--- src/rtl/sadc_pkg.sv ---
package sadc_pkg;

    localparam int SADC_RES_W = 8;
    localparam int SADC_CMD_W = 8;

    typedef enum logic [1:0] {
        RX_IDLE = 2'd0,
        RX_CAPT = 2'd1,
        RX_FULL = 2'd2,
        RX_BUSY = 2'd3
    } rx_state_t;

    typedef struct packed {
        logic rise;
        logic fall;
        logic cs_rise;
    } sclk_evt_t;

endpackage

--- src/rtl/sadc_edge_det.sv ---
module sadc_edge_det
    import sadc_pkg::*;
(
    input  logic      clk,
    input  logic      rst,
    input  logic      cs_n,
    input  logic      sclk,
    output sclk_evt_t evt
);
    logic sclk_q;
    logic cs_q;

    always_ff @(posedge clk) begin
        if (rst) begin
            sclk_q <= 1'b0;
            cs_q   <= 1'b1;
        end else begin
            sclk_q <= sclk;
            cs_q   <= cs_n;
        end
    end

    always_comb begin
        evt.rise    = sclk & ~sclk_q & ~cs_n;
        evt.fall    = ~sclk & sclk_q & ~cs_n;
        evt.cs_rise = cs_n & ~cs_q;
    end
endmodule

--- src/rtl/sadc_cmd_rx.sv ---
module sadc_cmd_rx
    import sadc_pkg::*;
#(
    parameter int CMD_W = SADC_CMD_W
) (
    input  logic             clk,
    input  logic             rst,
    input  logic             clr,
    input  logic             rise,
    input  logic             fall,
    input  logic             din,
    input  logic             rearm,
    output logic             req,
    output logic [CMD_W-2:0] ctrl
);
    localparam int CNT_W = $clog2(CMD_W + 1);

    rx_state_t        st;
    logic [CNT_W-1:0] cnt;
    logic [CMD_W-1:0] sh;

    always_ff @(posedge clk) begin
        if (rst) begin
            ctrl <= '0;
        end else if (!clr && st == RX_FULL && fall) begin
            ctrl <= sh[CMD_W-2:0];
        end
    end

    always_ff @(posedge clk) begin
        if (rst || clr) begin
            st  <= RX_IDLE;
            cnt <= '0;
            sh  <= '0;
            req <= 1'b0;
        end else begin
            req <= 1'b0;
            case (st)
                RX_IDLE: if (rise && din) begin
                    st  <= RX_CAPT;
                    cnt <= CNT_W'(1);
                    sh  <= CMD_W'(1);
                end
                RX_CAPT: if (rise) begin
                    sh  <= {sh[CMD_W-2:0], din};
                    cnt <= cnt + 1'b1;
                    if (cnt == CNT_W'(CMD_W - 1)) st <= RX_FULL;
                end
                RX_FULL: if (fall) begin
                    req <= 1'b1;
                    st  <= RX_BUSY;
                end
                RX_BUSY: if (rearm) st <= RX_IDLE;
                default: st <= RX_IDLE;
            endcase
        end
    end
endmodule

--- src/rtl/sadc_res_tx.sv ---
module sadc_res_tx
    import sadc_pkg::*;
#(
    parameter int RES_W = SADC_RES_W
) (
    input  logic             clk,
    input  logic             rst,
    input  logic             clr,
    input  logic             fall,
    input  logic             req,
    input  logic             smp_valid,
    input  logic [RES_W-1:0] smp_data,
    output logic             dout,
    output logic             rearm,
    output logic             busy
);
    localparam int LAST  = RES_W + 2;
    localparam int OCW   = $clog2(LAST + 1);

    logic [RES_W-1:0] res;
    logic [RES_W-1:0] sh;
    logic [OCW-1:0]   ocnt;

    always_ff @(posedge clk) begin
        if (rst) res <= '0;
        else if (smp_valid) res <= smp_data;
    end

    always_ff @(posedge clk) begin
        if (rst || clr) begin
            ocnt <= '0;
            dout <= 1'b0;
            sh   <= '0;
        end else if (req) begin
            ocnt <= OCW'(1);
        end else if (fall && ocnt != '0) begin
            if (ocnt == OCW'(1)) begin
                dout <= 1'b0;
                ocnt <= OCW'(2);
            end else if (ocnt == OCW'(2)) begin
                dout <= res[RES_W-1];
                sh   <= {res[RES_W-2:0], 1'b0};
                ocnt <= OCW'(3);
            end else if (ocnt == OCW'(LAST)) begin
                dout <= 1'b0;
                ocnt <= '0;
            end else begin
                dout <= sh[RES_W-1];
                sh   <= {sh[RES_W-2:0], 1'b0};
                ocnt <= ocnt + 1'b1;
            end
        end
    end

    assign rearm = fall && !clr && (ocnt == OCW'(2));
    assign busy  = (ocnt != '0);
endmodule

--- src/rtl/sadc_frame_if.sv ---
module sadc_frame_if
    import sadc_pkg::*;
#(
    parameter int RES_W = SADC_RES_W,
    parameter int CMD_W = SADC_CMD_W
) (
    input  logic             clk,
    input  logic             rst,
    input  logic             cs_n,
    input  logic             sclk,
    input  logic             din,
    input  logic             smp_valid,
    input  logic [RES_W-1:0] smp_data,
    output logic             dout,
    output logic             dout_oe,
    output logic             conv_req,
    output logic [CMD_W-2:0] conv_ctrl,
    output logic             conv_abort
);
    sclk_evt_t evt;
    logic      rearm;
    logic      busy;

    sadc_edge_det u_edge (
        .clk  (clk),
        .rst  (rst),
        .cs_n (cs_n),
        .sclk (sclk),
        .evt  (evt)
    );

    sadc_cmd_rx #(.CMD_W(CMD_W)) u_rx (
        .clk   (clk),
        .rst   (rst),
        .clr   (cs_n),
        .rise  (evt.rise),
        .fall  (evt.fall),
        .din   (din),
        .rearm (rearm),
        .req   (conv_req),
        .ctrl  (conv_ctrl)
    );

    sadc_res_tx #(.RES_W(RES_W)) u_tx (
        .clk       (clk),
        .rst       (rst),
        .clr       (cs_n),
        .fall      (evt.fall),
        .req       (conv_req),
        .smp_valid (smp_valid),
        .smp_data  (smp_data),
        .dout      (dout),
        .rearm     (rearm),
        .busy      (busy)
    );

    always_ff @(posedge clk) begin
        if (rst) conv_abort <= 1'b0;
        else     conv_abort <= evt.cs_rise && busy;
    end

    assign dout_oe = ~cs_n;
endmodule

--- config.mk ---
export PLATFORM = sky130hd
export DESIGN_NAME = sadc_frame_if
export DESIGN_NICKNAME = d
export VERILOG_FILES = /design/src/rtl/sadc_pkg.sv /design/src/rtl/sadc_edge_det.sv /design/src/rtl/sadc_cmd_rx.sv /design/src/rtl/sadc_res_tx.sv /design/src/rtl/sadc_frame_if.sv
export SDC_FILE = /design/constraint.sdc
export NUM_CORES = 1
export LEC_CHECK = 0
export CORE_MARGIN = 2
export CORE_UTILIZATION = 51
export DETAILED_ROUTE_END_ITERATION = 7
export GPL_ROUTABILITY_DRIVEN = 0
export PLACE_DENSITY_LB_ADDON = 0.2
export SYNTH_ARGS = -nofsm -noshare
export SYNTH_HDL_FRONTEND = slang
export SYNTH_SLANG_ARGS = --single-unit
--- constraint.sdc ---
create_clock -name clk -period 2.3 [get_ports clk]
set_clock_uncertainty 0.2 [all_clocks]
set_input_delay 0.575 -clock clk [delete_from_list [all_inputs] [get_ports clk]]
set_output_delay 0.575 -clock clk [all_outputs]
set_load 0.03 [all_outputs]
==> summary.md, run 1 <==
| Metric | Value |
|---|---|
| First-pass GRT wire length | `7030 µm` |
| Synth async-reset ratio | `0` |
| Period utilization | `0.974` |
| Final hold slack | `195 ps` |
| Data arrival, critical path | `2250 ps` |
| Crit path from | `sclk` |
| Sequential fraction of the synthesis area | `0.454` |
| Area grow syn2layout | `25.8%` |
| WS Path Type | `in2reg` |
| Boundary pin count | `25` |
| Initial antenna violation count | `0` |
| Unrepaired setup endpoints after global routing | `no` |
| Total core area | `3660 µm²` |
| Slew Limit Fails | `0` |
| Die X | `65.7 µm` |
| Placement Rows | `22` |
| Worst vdd ir | `380 µV` |
| Crit path to | `u_tx.ocnt[3]` |
| EDFF count, synth | `0` |
| Hold buffer count at CTS | `0` |
| Layout cell share with drive strength beyond 1 | `0.148` |
| Die Span Y | `65.7 µm` |
| Routed vias/inst | `5.61` |
| RR Endpoint | `u_rx.st[0]` |
| CTS tree | `yes` |
| H-tree levels | `2` |
| Outcome | `finished clean` |
| Max-slew headroom | `0.668` |
| Reg2reg setup slack | `360 ps` |
| Clock Path Buffers | `2` |
| Sw Pwr | `0.309 mW` |
| Metal3 WL | `153 µm` |
| DRC viols | `0` |
| Nets@finish | `275` |
| Register share of total power | `0.554` |
| Vias in the first global route | `1,568` |
| Final Hold Viols | `0` |
| Port Buffer Count | `24` |
| Comb pwr share | `0.077` |
| Net Sw Frac | `0.220` |
| Primary FF master, synth | `dfxtp_1` |
| Leakage | `0.877 nW` |
| Pwr/cell area | `576 nW/µm²` |
| Syn nets | `235` |
| Met1 WL | `2060 µm` |
| Clock sink count | `44` |
| Cell count after synthesis | `216` |
| Req. time, crit path | `2310 ps` |
| Min Tclk post-route | `2240 ps` |
| Placed insts | `297` |
| Post-synth cell types | `43` |
| CTS Root Buffer Type | `clkbuf_8` |
| Startpoint types | `input pin` |
| Total setup buffers inserted after CTS | `0` |
| DP HPWL | `2930 µm` |
| Non-Filler Instances | `304` |
| Routed Antenna Nets | `0` |
| Syn Std Cell Area | `1940 µm²` |
| Per-cell routed wire length | `13.7 µm` |
| CP endpoint kind | `flip-flop` |
| Fill count | `306` |
| Min-delay src | `u_edge.cs_q` |
| Clock transition at path regs | `80 ps` |
| Clk network pwr share | `0.369` |
| Number of max-cap violations | `0` |
| Largest net degree at the start of global routing | `19` |
| Post-Route WL | `4150 µm` |
| DRT Pass-1 Iters | `4` |
| Uppermost routed layer | `met4` |
| F_max | `446 MHz` |
| Yosys reg bits | `44` |
| Die ar. | `4310 µm²` |
| Reg2Reg Depth | `4` |
| Antenna Diode Count | `0` |
| Initial Util | `0.530` |
| Reg2reg start | `u_tx.ocnt[1]` |
| Met2 WL | `1870 µm` |
| Clk_lat worst skew | `300 ps` |
| DR vias | `1,704` |
| Worst-Margin Slew | `497 ps` |
| Worst min-delay path class | `reg2reg` |
| Design Power | `1.41 mW` |
| Synth Area per Inst | `8.98 µm²` |
| Critical-path maximum fanout | `6` |
| Endpoints failing setup | `0` |
| Yosys warnings | `0` |
| GRT Util Overall | `0.214` |
| Total congestion overflow | `0` |
| Cell Int Power | `1.10 mW` |
| DRT iter0 DRCs | `86` |
| Total CTS buffers | `5` |
## layout make-up
class                   instances  area [µm²]  area share
clock buffers                   7        96.3      0.0395
multi-input cells             151         972       0.398
flip-flops and latches         44         881       0.361
repair buffers                 46         402       0.165
inverters                       8        30.0      0.0123
well taps                      48        60.1      0.0246
## power by group through the flow
stage                     sequential [mW]  clock (mW)  combinational [mW]
after floorplan                     0.795           0              0.0530
after global placement              0.797           0               0.105
after detailed placement            0.797           0               0.108
after CTS                           0.779       0.535               0.107
after global routing                0.781       0.556               0.117
final                               0.779       0.519               0.108
## per-layer routing
metal	GRT usage	vias to the layer above
li1	-	850
met1	0.284	815
met2	0.331	31
met3	0.0531	8
met4	0.0911	0
met5	0	-
## stage by stage
stage | util | TNS [ps] | cell area (µm²) | setup slack (ps)
2_1_floorplan | - | 0 | 1940 | 162
3_3_place_gp | 0.641 | -5360 | 2350 | -329
3_5_place_dp | 0.641 | -6060 | 2350 | -352
4_1_cts | 0.667 | 0 | 2440 | 10.9
5_1_grt | 0.667 | 0 | 2440 | 2.73
6_report | 0.667 | 0 | 2440 | 60.3
## cell usage in the layout, fill, tap and decap left out, drive strengths merged, types with 3 or more instances in the layout
master and count:
ha 5, buf 23, dfxtp 44, a311oi 7
o21ai 6, a211oi 3, nand2 20, nor3 4
mux2i 15, clkbuf 7, a21oi 24, a22oi 8
nand3 3, clkdlybuf4s50 22, nor2 25, inv 8
## critical path, cell delays in order
cell	delay, ps
clkdlybuf4s50_1	420
buf_4	160
nor3b_1	260
buf_4	180
nand3_1	90
or3_1	330
a311oi_1	250
## cells in the mapped netlist, drive strengths merged, types with 2 or more instances
| master | number | area [µm²] |
|---|---|---|
| nor4b | 2 | 23.8 |
| nand3 | 3 | 15.0 |
| a211oi | 3 | 35.0 |
| mux2i | 15 | 150 |
| buf | 4 | 23.8 |
| nor2 | 25 | 93.8 |
| nor2b | 2 | 12.5 |
| a21oi | 24 | 120 |
| a311oi | 7 | 61.3 |
| nand3b | 2 | 15.0 |
| mux2 | 2 | 22.5 |
| or3b | 2 | 20.0 |
| inv | 8 | 30.0 |
| a22oi | 8 | 60.1 |
| dfxtp | 44 | 881 |
| clkbuf | 9 | 33.8 |
| o21ai | 6 | 30.0 |
| nor3 | 4 | 20.0 |
| ha | 5 | 62.6 |
| nor3b | 2 | 15.0 |
| nor4 | 2 | 12.5 |
| or3 | 2 | 12.5 |
| nand2 | 20 | 75.1 |
## flip-flops by register name (all words and copies together), names as in the netlist
| signal | count |
|---|---|
| u_tx.res | 8 |
| u_rx.ctrl | 7 |
| u_rx.sh | 7 |
| u_tx.sh | 7 |
| u_rx.cnt | 4 |
| u_tx.ocnt | 4 |
| u_rx.st | 2 |
| conv_abort | 1 |
| u_edge.cs_q | 1 |
| u_edge.sclk_q | 1 |
| u_rx.req | 1 |
| u_tx.dout | 1 |
## timing repair
item,CTS,global route
pin swaps,0,6
resized for setup,1,0
hold endpoints to repair,0,0
cloned,0,0
setup endpoints to repair,2,8
## cell families after synthesis
family	count (synthesis)	synth area share
AOI/OAI and AO/OA	56	0.191
xor gates and xnor gates	1	0.00451
adders and majority gates	5	0.0322
buffers and inverters	21	0.0451
DFF	44	0.454
muxes	17	0.0890
and+or+nand+nor	72	0.184
## worst min-delay path by stage
stage	endpoint	cells after the start
final	conv_abort	1
after global routing	conv_abort	1
after CTS	conv_abort	1
after detailed placement	conv_abort	1
after global placement	conv_abort	1
after floorplan	conv_abort	1
Power figures use the tool's default switching activity.
==> run 2, diff against run 1 <==
Settings changed: SLEW_MARGIN from default to 10.
==> results of run 2 <==
Same layout as run 1: the final DEF is identical, and so are final timing and power.
